**src/rtl/coh_pkg.sv**
```systemverilog
package coh_pkg;

  typedef enum logic [1:0] {
    LN_INV = 2'd0,
    LN_SHR = 2'd1,
    LN_EXC = 2'd2
  } line_st_e;

  typedef enum logic [1:0] {
    OUT_RDMISS = 2'd0,
    OUT_WRMISS = 2'd1,
    OUT_WRBACK = 2'd2,
    OUT_ACK    = 2'd3
  } out_msg_e;

  typedef enum logic [1:0] {
    IN_REPLY    = 2'd0,
    IN_INVAL    = 2'd1,
    IN_FETCH    = 2'd2,
    IN_FETCHINV = 2'd3
  } in_msg_e;

  typedef enum logic [2:0] {
    C_IDLE,
    C_SEND_WB,
    C_SEND_MISS,
    C_WAIT,
    C_SEND_COH
  } ctl_st_e;

endpackage

```
**src/rtl/coh_line_store.sv**
```systemverilog
module coh_line_store
  import coh_pkg::*;
#(
  parameter int LINES  = 4,
  parameter int TAG_W  = 4,
  parameter int DATA_W = 16,
  parameter int IDX_W  = 2
) (
  input  logic              clk,
  input  logic              rst_n,
  input  logic [IDX_W-1:0]  ra_idx,
  output line_st_e          ra_st,
  output logic [TAG_W-1:0]  ra_tag,
  output logic [DATA_W-1:0] ra_data,
  input  logic [IDX_W-1:0]  rb_idx,
  output line_st_e          rb_st,
  output logic [TAG_W-1:0]  rb_tag,
  output logic [DATA_W-1:0] rb_data,
  input  logic              we,
  input  logic [IDX_W-1:0]  w_idx,
  input  line_st_e          w_st,
  input  logic [TAG_W-1:0]  w_tag,
  input  logic [DATA_W-1:0] w_data
);

  line_st_e          st_arr   [LINES];
  logic [TAG_W-1:0]  tag_arr  [LINES];
  logic [DATA_W-1:0] data_arr [LINES];

  for (genvar g = 0; g < LINES; g++) begin : g_line
    line_st_e          st_r;
    logic [TAG_W-1:0]  tag_r;
    logic [DATA_W-1:0] data_r;
    logic              hit_w;

    assign hit_w = we && (w_idx == IDX_W'(g));

    always_ff @(posedge clk or negedge rst_n) begin
      if (!rst_n) begin
        st_r   <= LN_INV;
        tag_r  <= '0;
        data_r <= '0;
      end else if (hit_w) begin
        st_r   <= w_st;
        tag_r  <= w_tag;
        data_r <= w_data;
      end
    end

    assign st_arr[g]   = st_r;
    assign tag_arr[g]  = tag_r;
    assign data_arr[g] = data_r;
  end

  assign ra_st   = st_arr[ra_idx];
  assign ra_tag  = tag_arr[ra_idx];
  assign ra_data = data_arr[ra_idx];
  assign rb_st   = st_arr[rb_idx];
  assign rb_tag  = tag_arr[rb_idx];
  assign rb_data = data_arr[rb_idx];

endmodule

```
**src/rtl/coh_out_port.sv**
```systemverilog
module coh_out_port
  import coh_pkg::*;
#(
  parameter int ADDR_W = 6,
  parameter int DATA_W = 16
) (
  input  logic              clk,
  input  logic              rst_n,
  input  logic              load,
  input  out_msg_e          ld_type,
  input  logic [ADDR_W-1:0] ld_addr,
  input  logic [DATA_W-1:0] ld_data,
  input  logic              out_ready,
  output logic              out_valid,
  output logic [1:0]        out_type,
  output logic [ADDR_W-1:0] out_addr,
  output logic [DATA_W-1:0] out_data,
  output logic              fire
);

  logic              vld_q;
  out_msg_e          type_q;
  logic [ADDR_W-1:0] addr_q;
  logic [DATA_W-1:0] data_q;

  assign fire = vld_q && out_ready;

  always_ff @(posedge clk or negedge rst_n) begin
    if (!rst_n) begin
      vld_q  <= 1'b0;
      type_q <= OUT_ACK;
      addr_q <= '0;
      data_q <= '0;
    end else if (load) begin
      vld_q  <= 1'b1;
      type_q <= ld_type;
      addr_q <= ld_addr;
      data_q <= ld_data;
    end else if (fire) begin
      vld_q  <= 1'b0;
    end
  end

  assign out_valid = vld_q;
  assign out_type  = type_q;
  assign out_addr  = addr_q;
  assign out_data  = data_q;

  // a stalled message keeps its fields
  p_out_hold_r11: assert property (@(posedge clk) disable iff (!rst_n)
    (out_valid && !out_ready) |=> (out_valid && $stable(out_type) &&
                                   $stable(out_addr) && $stable(out_data)));

endmodule

```
**src/rtl/dir_cache_ctrl.sv**
```systemverilog
module dir_cache_ctrl
  import coh_pkg::*;
#(
  parameter int ADDR_W  = 6,
  parameter int DATA_W  = 16,
  parameter int LINES   = 4,
  parameter int NODE_W  = 4,
  parameter int NODE_ID = 5
) (
  input  logic              clk,
  input  logic              rst_n,
  input  logic              cpu_req_valid,
  output logic              cpu_req_ready,
  input  logic              cpu_req_write,
  input  logic [ADDR_W-1:0] cpu_req_addr,
  input  logic [DATA_W-1:0] cpu_req_wdata,
  output logic              cpu_rsp_valid,
  output logic [DATA_W-1:0] cpu_rsp_rdata,
  output logic              out_valid,
  input  logic              out_ready,
  output logic [1:0]        out_type,
  output logic [NODE_W-1:0] out_node,
  output logic [ADDR_W-1:0] out_addr,
  output logic [DATA_W-1:0] out_data,
  input  logic              in_valid,
  output logic              in_ready,
  input  logic [1:0]        in_type,
  input  logic [ADDR_W-1:0] in_addr,
  input  logic [DATA_W-1:0] in_data
);

  localparam int IDX_W = (LINES > 1) ? $clog2(LINES) : 1;
  localparam int TAG_W = ADDR_W - IDX_W;

  ctl_st_e           st_q, st_d;
  logic              req_write_q;
  logic [ADDR_W-1:0] req_addr_q;
  logic [DATA_W-1:0] req_wdata_q;
  logic              rsp_valid_q;
  logic [DATA_W-1:0] rsp_data_q;

  logic [IDX_W-1:0]  cpu_idx, req_idx, in_idx, ra_idx;
  logic [TAG_W-1:0]  cpu_tag, req_tag, in_tag;

  line_st_e          ra_st, rb_st, lw_st;
  logic [TAG_W-1:0]  ra_tag, rb_tag, lw_tag;
  logic [DATA_W-1:0] ra_data, rb_data, lw_data;
  logic              lw_en;
  logic [IDX_W-1:0]  lw_idx;

  logic              ld;
  out_msg_e          ld_type;
  logic [ADDR_W-1:0] ld_addr;
  logic [DATA_W-1:0] ld_data;
  logic              out_fire;

  logic              take_req, rsp_set;
  logic [DATA_W-1:0] rsp_val;
  logic              b_held, a_match;
  in_msg_e           in_kind;

  assign cpu_idx = cpu_req_addr[IDX_W-1:0];
  assign cpu_tag = cpu_req_addr[ADDR_W-1:IDX_W];
  assign req_idx = req_addr_q[IDX_W-1:0];
  assign req_tag = req_addr_q[ADDR_W-1:IDX_W];
  assign in_idx  = in_addr[IDX_W-1:0];
  assign in_tag  = in_addr[ADDR_W-1:IDX_W];
  assign ra_idx  = (st_q == C_IDLE) ? cpu_idx : req_idx;
  assign in_kind = in_msg_e'(in_type);

  coh_line_store #(
    .LINES(LINES), .TAG_W(TAG_W), .DATA_W(DATA_W), .IDX_W(IDX_W)
  ) u_store (
    .clk(clk), .rst_n(rst_n),
    .ra_idx(ra_idx), .ra_st(ra_st), .ra_tag(ra_tag), .ra_data(ra_data),
    .rb_idx(in_idx), .rb_st(rb_st), .rb_tag(rb_tag), .rb_data(rb_data),
    .we(lw_en), .w_idx(lw_idx), .w_st(lw_st), .w_tag(lw_tag), .w_data(lw_data)
  );

  coh_out_port #(.ADDR_W(ADDR_W), .DATA_W(DATA_W)) u_out (
    .clk(clk), .rst_n(rst_n),
    .load(ld), .ld_type(ld_type), .ld_addr(ld_addr), .ld_data(ld_data),
    .out_ready(out_ready), .out_valid(out_valid), .out_type(out_type),
    .out_addr(out_addr), .out_data(out_data), .fire(out_fire)
  );

  assign out_node      = NODE_W'(NODE_ID);
  assign cpu_req_ready = (st_q == C_IDLE) && !in_valid;
  assign b_held        = (rb_st != LN_INV) && (rb_tag == in_tag);
  assign a_match       = (ra_st != LN_INV) && (ra_tag == cpu_tag);

  always_comb begin
    st_d     = st_q;
    ld       = 1'b0;
    ld_type  = OUT_ACK;
    ld_addr  = in_addr;
    ld_data  = '0;
    lw_en    = 1'b0;
    lw_idx   = in_idx;
    lw_st    = LN_INV;
    lw_tag   = rb_tag;
    lw_data  = rb_data;
    take_req = 1'b0;
    rsp_set  = 1'b0;
    rsp_val  = '0;
    in_ready = 1'b0;
    unique case (st_q)
      C_IDLE: begin
        in_ready = 1'b1;
        if (in_valid) begin
          if (in_kind != IN_REPLY) begin
            if (!b_held) begin
              ld      = 1'b1;
              ld_type = OUT_ACK;
              st_d    = C_SEND_COH;
            end else begin
              lw_en = 1'b1;
              lw_st = (in_kind == IN_FETCH) ? LN_SHR : LN_INV;
              if (in_kind != IN_INVAL) begin
                ld      = 1'b1;
                ld_type = OUT_WRBACK;
                ld_data = rb_data;
                st_d    = C_SEND_COH;
              end
            end
          end
        end else if (cpu_req_valid) begin
          take_req = 1'b1;
          if (!cpu_req_write && a_match) begin
            rsp_set = 1'b1;
            rsp_val = ra_data;
          end else if (cpu_req_write && a_match && ra_st == LN_EXC) begin
            rsp_set = 1'b1;
            rsp_val = cpu_req_wdata;
            lw_en   = 1'b1;
            lw_idx  = cpu_idx;
            lw_st   = LN_EXC;
            lw_tag  = cpu_tag;
            lw_data = cpu_req_wdata;
          end else if (ra_st == LN_EXC && ra_tag != cpu_tag) begin
            ld      = 1'b1;
            ld_type = OUT_WRBACK;
            ld_addr = {ra_tag, cpu_idx};
            ld_data = ra_data;
            lw_en   = 1'b1;
            lw_idx  = cpu_idx;
            lw_st   = LN_INV;
            lw_tag  = ra_tag;
            lw_data = ra_data;
            st_d    = C_SEND_WB;
          end else begin
            ld      = 1'b1;
            ld_type = cpu_req_write ? OUT_WRMISS : OUT_RDMISS;
            ld_addr = cpu_req_addr;
            st_d    = C_SEND_MISS;
          end
        end
      end
      C_SEND_WB: begin
        if (out_fire) begin
          ld      = 1'b1;
          ld_type = req_write_q ? OUT_WRMISS : OUT_RDMISS;
          ld_addr = req_addr_q;
          st_d    = C_SEND_MISS;
        end
      end
      C_SEND_MISS: begin
        if (out_fire) st_d = C_WAIT;
      end
      C_WAIT: begin
        in_ready = (in_kind == IN_REPLY);
        if (in_valid && in_kind == IN_REPLY) begin
          lw_en   = 1'b1;
          lw_idx  = req_idx;
          lw_tag  = req_tag;
          lw_st   = req_write_q ? LN_EXC : LN_SHR;
          lw_data = req_write_q ? req_wdata_q : in_data;
          rsp_set = 1'b1;
          rsp_val = lw_data;
          st_d    = C_IDLE;
        end
      end
      C_SEND_COH: begin
        if (out_fire) st_d = C_IDLE;
      end
      default: st_d = C_IDLE;
    endcase
  end

  always_ff @(posedge clk or negedge rst_n) begin
    if (!rst_n) begin
      st_q        <= C_IDLE;
      req_write_q <= 1'b0;
      req_addr_q  <= '0;
      req_wdata_q <= '0;
      rsp_valid_q <= 1'b0;
      rsp_data_q  <= '0;
    end else begin
      st_q        <= st_d;
      rsp_valid_q <= rsp_set;
      if (rsp_set) rsp_data_q <= rsp_val;
      if (take_req) begin
        req_write_q <= cpu_req_write;
        req_addr_q  <= cpu_req_addr;
        req_wdata_q <= cpu_req_wdata;
      end
    end
  end

  assign cpu_rsp_valid = rsp_valid_q;
  assign cpu_rsp_rdata = rsp_data_q;

  // no completion while a miss is in flight
  p_no_rsp_in_miss_r4: assert property (@(posedge clk) disable iff (!rst_n)
    (st_q == C_SEND_WB || st_q == C_SEND_MISS || st_q == C_WAIT) |-> !cpu_rsp_valid);

  // a taken reply completes the access on the next cycle
  p_reply_completes_r1: assert property (@(posedge clk) disable iff (!rst_n)
    (st_q == C_WAIT && in_valid && in_ready) |=> cpu_rsp_valid);

  // an accepted request either completes next cycle or starts a message
  p_hit_or_msg_r3: assert property (@(posedge clk) disable iff (!rst_n)
    (cpu_req_valid && cpu_req_ready) |=> (cpu_rsp_valid || out_valid));

  // the miss follows the victim write-back
  p_wb_then_miss_r5: assert property (@(posedge clk) disable iff (!rst_n)
    (st_q == C_SEND_WB && out_valid && out_ready) |=>
      (out_valid && (out_type == OUT_RDMISS || out_type == OUT_WRMISS)));

  // a cycle that serves an inbound message completes no request
  p_coh_first_r10: assert property (@(posedge clk) disable iff (!rst_n)
    (st_q == C_IDLE && in_valid && cpu_req_valid) |=> !cpu_rsp_valid);

endmodule

```
**config.mk**
```make
export PLATFORM = sky130hd
export DESIGN_NAME = dir_cache_ctrl
export DESIGN_NICKNAME = d
export VERILOG_FILES = /design/src/rtl/coh_pkg.sv /design/src/rtl/coh_line_store.sv /design/src/rtl/coh_out_port.sv /design/src/rtl/dir_cache_ctrl.sv
export SDC_FILE = /design/constraint.sdc
export NUM_CORES = 1
export LEC_CHECK = 0
export ABC_AREA = 1
export BUFFER_PORTS_ARGS = -buffer_cell sky130_fd_sc_hd__buf_2
export CAP_MARGIN = 40
export CORE_UTILIZATION = 48
export DETAILED_ROUTE_END_ITERATION = 10
export HOLD_SLACK_MARGIN = 0.06
export MAX_ROUTING_LAYER = met4
export PLACE_DENSITY = 0.7
export SETUP_SLACK_MARGIN = 0.1
export SYNTH_ARGS = -nofsm -noshare
export SYNTH_HDL_FRONTEND = slang
export SYNTH_HIERARCHICAL = 1
export SYNTH_SLANG_ARGS = --single-unit
export TNS_END_PERCENT = 30
```
**constraint.sdc**
```tcl
create_clock -name clk -period 3.4 [get_ports clk]
set_input_delay 0.17 -clock clk [delete_from_list [all_inputs] [get_ports clk]]
set_output_delay 0.17 -clock clk [all_outputs]
set_load 0.1 [all_outputs]
```
==> reports/results.tsv, run 1 <==
metric	value	unit
cp_max_fo	12	
grt_pass1_vias	9906	
htreeDepth	4	
reg2reg_depth	23	
dr_total_vias	11200	
coreArea	21200	sq um
clkLatencyLatePin	0.45	ns
grtUsageTotal	0.336	
synthCells	1558	
synth_compound_area_frac	0.114	
synth-simple-area-share	0.373	
cp_cell_sequence	nor2_4, nand2_4, o21ai_4, buf_12, inv_4, nand2_1, nand3_1, nand2_1, nor2_1, nor2_1, nand3_4, nand2_4, inv_6, nand3_1, nand2_1, nand2_1, nand2_2, nand3_4, buf_12, nand3_4, buf_6, nand2_1, o21ai_2	
routedWlPerCell	18.9	microns
hold_slack	0.0660	ns
yosysTopAreaCell	dfrtp_1	
worst_path_max_delay_cell	dfrtp_1	
grt_pass1_wl	55300	microns
wirelength	37700	microns
antenna_cells	0	
cap_violations	0	
hp-class	primary input to flop	
gr-total-overflow	0	
vdd_drop_max	0.479	mV
vias_per_cell	5.63	
crit_buf_inv	5	
drtPass1Iterations	5	
dpl.cell_count	1886	
place_hpwl	25200	microns
critical_path.most_common_cell	nand2_1	
antenna_found_initial	0	
cts_buffers	17	
die_w	149	microns
finClkSkew	0.0127	ns
root_buffer	clkbuf_16	
area_growth	22.5	%
clk_pin_slew	0.07	ns
fillers	1933	
syn_avg_cell_area	6.67	sq um
io_pins	100	
cp-start-kind	flop	
worst_pin_slew	0.964	ns
drv_slew	0	
crit_cells	23	
num_rows	53	
synth-adder-area-share	0	
final_cells	1995	
grt_max_degree	74	
ys_ff_latch	156	
finalHoldViolations	0	
power_per_cell_area	1000	nW/um^2
ys_types	36	
yosysSeqAreaShare	0.376	
critPathMaxStageDelay	0.42	ns
start_util	0.491	
maxSlewHeadroom	0.355	
cp_top_family	simple AND/OR/NAND/NOR gates	
min_period_over_period	0.989	
min_period	3.36	ns
synthMuxAreaShare	0	
ys_warn_count	6	
detail-route-antenna-nets	0	
finalSetupViolations	0	
power_leakage	6.96	nW
drive_above_1_share	0.191	
min_path_cells	3	
cp_data_required_time	3.73	ns
drt_iter0_drc	1237	
critical_path_class	flop to flop	
status	finished clean	
chipHeight	149	microns
clock_sinks	156	
rsz0062_at_grt	yes	
port_buffers	95	
synth_top_family_by_area	simple AND/OR/NAND/NOR gates	
synth_area_leaders	dfrtp_1, nand2_1, nand3_1, inv_1, o21ai_0	
globalplace.congestion	0.950	
cp.arrival	3.70	ns
fmax	297	MHz
die_area	22200	sq um
end_kind	flop	
synth_xor_xnor_area_share	0	
route.detailed.drc	0	
syn_area	10400	sq um
nNetsFinal	1759	
cts_buffer_depth	2	
yosys.area.top_type_share	0.371	
cts_tree	yes	
[kinds of logic after synthesis]
family / count (synthesis)
DFF: 156
other: 2
and+or+nand+nor: 908
AOI/OAI and AO/OA: 194
buffers and inverters: 298
[cell usage after synthesis]
| master | number |
|---|---|
| nand3_1 | 147 |
| dfstp_2 | 2 |
| conb_1 | 2 |
| nor2_8 | 1 |
| nand2_1 | 641 |
| nand4_1 | 45 |
| o31ai_1 | 3 |
| nor2_1 | 43 |
| o21ai_0 | 61 |
| a22o_1 | 2 |
| buf_1 | 2 |
| clkbuf_1 | 11 |
| nand3_2 | 3 |
| o21ai_2 | 22 |
| o22ai_1 | 3 |
| nand2_2 | 15 |
| nand2_4 | 1 |
| a22oi_1 | 15 |
| o32ai_1 | 5 |
| clkinv_1 | 1 |
| inv_1 | 186 |
| buf_12 | 1 |
| buf_4 | 24 |
| a211oi_1 | 1 |
| o21ai_1 | 24 |
| o211ai_1 | 21 |
| a21oi_1 | 35 |
| a31oi_1 | 2 |
| nor2_2 | 3 |
| inv_2 | 19 |
| inv_8 | 1 |
| nand3_4 | 2 |
| dfrtp_1 | 154 |
| buf_2 | 34 |
| buf_6 | 19 |
| nor2_4 | 7 |
[flip-flops by register name, indices dropped and copies added (netlist names), 6 cells and up]
signal                 flops
u_store/g_line.data_r     64
cpu_rsp_rdata             16
req_wdata_q               16
u_out/out_data            16
u_store/g_line.tag_r      16
u_store/g_line.st_r        8
req_addr_q                 6
u_out/out_addr             6
[cell type report]
type,instances,area (sq um),share of cell area
clock buffer,18,439,0.0345
sequential,156,3910,0.307
tap,275,344,0.0270
multi-input combinational,1111,5360,0.421
timing repair buffer,212,1690,0.133
inverter,207,810,0.0636
timing repair inverter,2,12.5,0.000983
clock inverter,14,168,0.0132
[stage by stage]
step	TNS, ns	util	setup WS [ns]	cell area (sq um)	power [mW]
after global placement	0	0.522	0.0780	11000	9.46
final	0	0.602	0.0358	12700	12.8
after floorplan	0	-	0.102	10500	7.90
after detailed placement	0	0.522	0.00704	11000	9.51
after global routing	-7.00	0.602	-0.127	12700	13.5
after CTS	0	0.569	0.0869	12000	11.7
[routing by layer]
metal  vias to the layer above  share of wire  GRT usage
met5                         -              0          -
met1                      5155           0.40      0.452
li1                       5231              -          -
met2                       708           0.45      0.508
met3                       138           0.10     0.0557
met4                         0          0.040      0.119
[what timing repair did]
| action | 4_1_cts | 5_1_grt |
|---|---|---|
| gates resized for setup | 9 | 62 |
| endpoints found under the setup margin | 85 | 103 |
| buffers inserted | 2 | 33 |
| hold buffers | 27 | 0 |
| hold endpoints to repair | 96 | 0 |
| gates cloned | 2 | 13 |
| pin swaps | 2 | 25 |
[worst min-delay path, stage by stage]
cell	delay [ns]
buf_2	0.08
a22oi_1	0.11
nand3_1	0.11
[where the power goes]
group | total, mW | switching (mW) | internal [mW]
Sequential | 2.84 | 0.379 | 2.46
Combinational | 7.93 | 5.61 | 2.32
Clock | 1.99 | 0.922 | 1.07
Total | 12.8 | 6.91 | 5.85
[layout by cell type, fill, tap and decap left out, types with 26 or more instances in the layout]
master         instances
nand3_1              139
o21ai_1               26
inv_1                185
a21oi_1               35
dfrtp_1              154
nand4_1               45
nor2_1                41
o21ai_0               57
buf_4                 62
dlygate4sd3_1         27
buf_2                 94
nand2_1              626
[path summary, 6_finish.rpt]
check | from | endpoint | slack [ns]
setup / recovery | st_q[2] | u_store/g_line[3].st_r[0] | 0.04
hold / removal | in_data[9] | cpu_rsp_rdata[9] | 0.07
setup reg to reg | st_q[2] | u_store/g_line[3].st_r[0] | 0.04
hold reg to reg | u_out/out_data[15] | u_out/out_data[15] | 0.47
max in group asynchronous | rst_n | u_store/g_line[0].data_r[1] | 2.19
min in group asynchronous | rst_n | req_write_q | 0.31
No activity file was read; power rests on OpenSTA's default activity.
==> inputs of run 2 (changes only) <==
--- a/config.mk
+++ b/config.mk
@@ -12,7 +12,7 @@
 export DETAILED_ROUTE_END_ITERATION = 10
 export HOLD_SLACK_MARGIN = 0.06
 export MAX_ROUTING_LAYER = met4
-export PLACE_DENSITY = 0.7
+export PLACE_DENSITY = 0.65
 export SETUP_SLACK_MARGIN = 0.1
 export SYNTH_ARGS = -nofsm -noshare
 export SYNTH_HDL_FRONTEND = slang
==> run 2 against run 1 <==
  * Clock skew shrank 0.0023 ns
  * Power grew 1.2%
  * Sequential cell count is the same
  * Clock power grew 8%
  * First-iteration DRC count shrank 10%
  * Register-to-register slack gained 0.05 ns
  * Worst hold slack gained 0.0012 ns
  * Fmax grew 1.6%
  * Highest routed layer unchanged
  * Sequential share of layout area grew 0.15 points
  * Non-clock buffer count shrank 15
  * Critical endpoint is now u_store/g_line[0].data_r[4]
==> reports/results.tsv, run 2 (synthesis results as in run 1) <==
metric	value	unit	change
finClkSkew	0.0104	ns	-0.00226 ns
grt_pass1_vias	10000		+1.1%
wirelength	36100	microns	-4.4%
cp.arrival	3.69	ns	about the same
largest_reg_flops	64		unchanged
drive_above_1_share	0.192		+0.000735
clock_sinks	156		unchanged
critical_path_class	flop to flop		
cts_tree	yes		
routedWlPerCell	18.2	microns	-3.5%
dr_total_vias	11000		-2.1%
top_register	u_store/g_line.data_r		
finalSetupViolations	0		unchanged
chipHeight	149	microns	unchanged
drtPass1Iterations	5		unchanged
start_util	0.491		unchanged
antenna_found_initial	0		unchanged
power_leakage	6.89	nW	-1.1%
fmax	302	MHz	+1.6%
coreArea	21200	sq um	unchanged
detail-route-antenna-nets	0		unchanged
reg2reg_depth	24		+4.3%
hp-class	primary input to flop		
route.detailed.drc	0		unchanged
power.clock.fraction	0.166		+0.010
grtUsageTotal	0.330		-0.00594
min_period	3.31	ns	-0.0527 ns
drt_iter0_drc	1109		-10%
r2r_start	st_q[2]		
vdd_drop_max	0.416	mV	-13%
globalplace.congestion	0.966		+1.7%
nNetsFinal	1742		-0.97%
area_growth	21.9	%	
vias_per_cell	5.56		-1.3%
worst_slack	0.0885	ns	+0.0527 ns
io_pins	100		unchanged
fillers	1967		+1.8%
seq_area	3910	sq um	unchanged
mostFrequentLayoutCells	nand2_1, inv_1, dfrtp_1, nand3_1, buf_2		
grt_max_degree	83		+12%
finalPower	12.9	mW	+1.2%
swShare	0.528		-0.0134
port_buffers	95		unchanged
clk_pin_slew	0.07	ns	about the same
p_comb_frac	0.615		-0.007
die_w	149	microns	unchanged
power_per_cell_area	1020	nW/um^2	+1.7%
cts_buffer_depth	2		unchanged
r2r_end	u_store/g_line[0].data_r[4]		
mostFrequentLayoutCell	nand2_1		
clkLatencyLatePin	0.44	ns	about the same
cp-endpoint	u_store/g_line[0].data_r[4]		
min_period_over_period	0.974		-0.0155
pre_cts_slack	-0.00215	ns	-0.00920 ns
multiInputGateArea	5390	sq um	+0.65%
crit_start	st_q[2]		
htreeDepth	4		unchanged
holdCritStartpoint	in_data[9]		
cp-start-kind	flop		
cap_violations	0		unchanged
place_hpwl	24500	microns	-2.5%
seqPwrFrac	0.219		-0.003
worst_pin_slew	0.908	ns	-0.0559 ns
antenna_cells	0		unchanged
min_path_cells	3		unchanged
num_rows	53		unchanged
gr-total-overflow	0		unchanged
die_area	22200	sq um	unchanged
maxSlewHeadroom	0.392		+0.0374
root_buffer	clkbuf_16		
cp_max_fo	7		-5
r2r_slack	0.09	ns	+0.05 ns
rsz0062_at_grt	yes		
finalHoldViolations	0		unchanged
cts_buffers	17		unchanged
drv_slew	0		unchanged
grt_pass1_wl	54800	microns	-1.0%
status	finished clean		
cp_data_required_time	3.78	ns	+0.05 ns
p_sw	6.82	mW	-1.3%
internal_power	6.09	mW	+4.2%
end_kind	flop		
-- run 2: changes by cell type in the layout (fill, tap and decap cells not counted), sizes merged --
cell	previous run	this run
dlygate4sd3	27	23
buf	180	171
bufinv	1	4
clkbuf	22	20
inv	215	211
clkinvlp	1	0
-- run 2: per-stage QoR --
| stage | util | hold slack (ns) | TNS (ns) | std cells | area [sq um] |
|---|---|---|---|---|---|
| 6_report | 0.599 | 0.0672 | 0 | 1978 | 12700 |
| 5_1_grt | 0.599 | 0.0762 | -0.596 | 1978 | 12700 |
| 4_1_cts | 0.574 | 0.0622 | 0 | 1948 | 12100 |
| 3_5_place_dp | 0.527 | -0.0168 | -0.00744 | 1888 | 11100 |
| 3_3_place_gp | 0.526 | 0.292 | 0 | 1887 | 11100 |
| 2_1_floorplan | - | -0.126 | 0 | 1560 | 10500 |
-- run 2: repair_timing --
item / CTS / global route
gates resized for setup: 7 / 62
hold buffers: 23 / 0
hold endpoints to repair: 158 / 0
endpoints found under the setup margin: 78 / 113
pin swaps: 0 / 18
buffers inserted: 3 / 23
gates cloned: 2 / 7
-- run 2: worst max-delay path, stage by stage (launching register included) --
cell	delay (ns)
dfrtp_1	0.41
nor2_4	0.15
nand2_4	0.09
o21ai_4	0.23
clkinv_4	0.09
buf_6	0.14
nand2_2	0.07
nand3_2	0.06
nand2_2	0.10
inv_1	0.04
nand2_1	0.07
nand2_2	0.07
nor2_4	0.16
nand2_2	0.10
nand2_4	0.16
nand2_8	0.07
nand2_4	0.09
a21oi_2	0.05
o21ai_1	0.11
nand3_2	0.12
buf_12	0.16
nor2_8	0.29
clkbuf_16	0.23
nand3_1	0.07
nand2_1	0.09
-- run 2: routing by layer --
metal / vias up / global-route usage / share of wire
met2: 603 / 0.507 / 0.46
met4: 0 / 0.120 / 0.030
li1: 5196 / - / -
met1: 5106 / 0.443 / 0.42
met3: 91 / 0.0456 / 0.086
met5: - / - / 0
-- run 2: cell type report --
cell class | count | area share
clock inverters | 14 | 0.0174
flip-flops and latches | 156 | 0.308
clock buffers | 18 | 0.0339
repair buffers | 197 | 0.123
well taps | 275 | 0.0272
multi-input cells | 1111 | 0.426
inverters | 207 | 0.0647
-- run 2: how the worst min path moves through the flow --
stage | slack [ns] | to
after floorplan | -0.13 | cpu_rsp_rdata[0]
after CTS | 0.06 | cpu_rsp_rdata[10]
after global placement | 0.29 | u_out/out_addr[2]
final | 0.07 | cpu_rsp_rdata[9]
after detailed placement | -0.02 | u_out/out_addr[2]
after global routing | 0.08 | cpu_rsp_rdata[14]
-- run 2: power by group through the flow --
stage	logic [mW]	clock network, mW	registers [mW]
CTS	6.94	2.16	2.81
finish	7.95	2.14	2.82
global placement	6.65	0	2.83
global route	8.54	2.24	2.89
detailed placement	6.72	0	2.84
floorplan	4.17	0	3.73
==> inputs of run 3 (changes only) <==
--- a/config.mk
+++ b/config.mk
@@ -9,6 +9,7 @@
 export BUFFER_PORTS_ARGS = -buffer_cell sky130_fd_sc_hd__buf_2
 export CAP_MARGIN = 40
 export CORE_UTILIZATION = 48
+export CTS_BUF_LIST = sky130_fd_sc_hd__clkbuf_4 sky130_fd_sc_hd__clkbuf_8
 export DETAILED_ROUTE_END_ITERATION = 10
 export HOLD_SLACK_MARGIN = 0.06
 export MAX_ROUTING_LAYER = met4
==> run 3 against run 2 <==
  * Critical path depth down 1
  * Sequential cell count unchanged
  * Register-to-register slack better by 0.08 ns
  * Critical path type unchanged
  * Utilization down 1.8 points
  * Sequential share of layout area up 0.96 points
  * Power down 8.7%
  * Largest cell class unchanged
  * Cell area down 3.0%
==> reports/results.tsv, run 3 (synthesis results as in run 1) <==
metric	value	unit	change
chipHeight	149	microns	unchanged
drive_above_1_share	0.162		-0.0304
worst_path_max_delay_cell	dfrtp_1		
cts_buffers	17		unchanged
power_leakage	6.71	nW	-2.5%
cts_buffer_depth	2		unchanged
reg2reg_depth	23		-4.2%
finalHoldViolations	0		unchanged
die_w	149	microns	unchanged
place_area	11100	sq um	unchanged
internal_power	5.31	mW	-13%
cts_tree	yes		
status	finished clean		
clkLatencyLatePin	0.48	ns	+0.04 ns
clk_pin_slew	0.10	ns	+0.03 ns
finalSetupTns	0	ns	unchanged
fillers	2018		+2.6%
dr_total_vias	10900		-0.86%
stdcell_area	12300	sq um	-3.0%
wirelength	35300	microns	-2.3%
power_per_cell_area	960	nW/um^2	-5.8%
final_core_util	0.581		-0.0182
mostFrequentLayoutCells	nand2_1, inv_1, dfrtp_1, nand3_1, buf_2		
port_buffers	95		unchanged
maxSlewHeadroom	0.410		+0.0171
cp_cell_sequence	nor2_4, nand2_4, o21ai_4, inv_4, nand2_1, nand3_1, nand2_2, inv_1, nand2_1, nand2_1, nor2_4, nand2_2, nand2_4, nand2_4, nand2_4, a21oi_1, o21ai_1, nand3_1, buf_12, nor2_8, clkbuf_16, nand3_1, nand2_1		
rsz0062_at_grt	yes		
seq_area	3910	sq um	unchanged
start_util	0.491		unchanged
largest_reg_flops	64		unchanged
fmax	310	MHz	+2.5%
mostFrequentLayoutCell	nand2_1		
finClkSkew	0.0166	ns	+0.00617 ns
coreArea	21200	sq um	unchanged
cp.arrival	3.64	ns	-0.05 ns
antenna_cells	0		unchanged
power.clock.fraction	0.141		-0.025
io_pins	100		unchanged
cp-start-kind	flop		
grt_pass1_vias	10000		+0.29%
num_rows	53		unchanged
multiInputGateArea	5260	sq um	-2.6%
p_comb_frac	0.620		+0.005
cap_violations	0		unchanged
grt_pass1_wl	55100	microns	+0.63%
finalSetupViolations	0		unchanged
vias_per_cell	5.53		-0.46%
min_period_over_period	0.950		-0.0239
critical_path_class	flop to flop		
p_sw	6.48	mW	-5.0%
min_path_cells	4		+1
cp_data_required_time	3.81	ns	+0.03 ns
root_buffer	clkbuf_8		
grt_max_degree	83		unchanged
top_register	u_store/g_line.data_r		
drv_slew	0		unchanged
hp-class	primary input to flop		
place_hpwl	24500	microns	unchanged
cp_max_fo	26		+19
end_kind	flop		
critPathMaxStageDelay	0.42	ns	about the same
globalplace.congestion	0.966		unchanged
drtPass1Iterations	6		+1
clock_sinks	156		unchanged
route.detailed.drc	0		unchanged
area_growth	18.2	%	
routedWlPerCell	17.9	microns	-1.9%
htreeDepth	4		unchanged
seqPwrFrac	0.239		+0.020
antenna_found_initial	0		unchanged
swShare	0.549		+0.0212
gr-total-overflow	0		unchanged
detail-route-antenna-nets	0		unchanged
nNetsFinal	1734		-0.46%
die_area	22200	sq um	unchanged
min_period	3.23	ns	-0.0814 ns
grtUsageTotal	0.332		+0.00244
vdd_drop_max	0.404	mV	-2.9%
drt_iter0_drc	1183		+6.7%
worst_pin_slew	0.882	ns	-0.0256 ns
[run 3: final cells by class]
class	instances	area share
Multi-Input combinational cell	1110	0.428
Tap cell	275	0.0280
Sequential cell	156	0.318
Timing Repair Buffer	190	0.123
Clock inverter	14	0.0179
Inverter	207	0.0657
Clock buffer	18	0.0197
[run 3: layer usage]
metal  GRT usage  routed length [microns]  share of wire  vias up
met1       0.446                    15000           0.43     5082
met4       0.104                      847          0.024        0
li1            -                        -              -     5180
met5           -                        0              0        -
met2       0.517                    16400           0.46      565
met3      0.0468                     3020          0.086       74
[run 3: what timing repair did]
action                                  CTS  global route
endpoints found under the setup margin   80           113
buffers inserted                          0             4
hold buffers                             40             0
resized for setup                         6            22
pin swaps                                 0             2
hold endpoints to repair                174             0
gates cloned                              2             4
[run 3: worst max-delay path: cells and delay by family (launching register included)]
| kind | cells | cell delay, ns |
|---|---|---|
| AOI/OAI and AO/OA | 3 | 0.36 |
| DFF | 1 | 0.42 |
| and+or+nand+nor | 16 | 1.79 |
| buffers and inverters | 4 | 0.57 |
[run 3: worst paths after layout]
path	endpoint	slack [ns]	from
max	u_store/g_line[0].data_r[6]	0.17	st_q[1]
min	cpu_rsp_rdata[15]	0.08	in_data[15]
max reg2reg	u_store/g_line[0].data_r[6]	0.17	st_q[1]
min reg2reg	u_out/out_type[1]	0.47	u_out/out_type[1]
max in group asynchronous	cpu_rsp_rdata[9]	2.46	rst_n
min in group asynchronous	st_q[0]	0.23	rst_n
[run 3: metrics by stage]
stage                     std cells  hold WS, ns  total power [mW]  setup slack, ns
after detailed placement       1888      -0.0168              9.55         -0.00215
after global routing           1970       0.0888              12.6         0.000126
after CTS                      1962       0.0613              11.4           0.0522
after global placement         1887        0.292              9.47           0.0602
final                          1970       0.0836              11.8            0.170
after floorplan                1560       -0.126              7.90            0.102
[run 3: power groups by stage]
| stage | registers [mW] | logic, mW | clock network [mW] |
|---|---|---|---|
| finish | 2.82 | 7.31 | 1.66 |
| global route | 2.88 | 7.92 | 1.76 |
| CTS | 2.80 | 6.89 | 1.69 |
| detailed placement | 2.84 | 6.72 | 0 |
| global placement | 2.83 | 6.65 | 0 |
| floorplan | 3.73 | 4.17 | 0 |
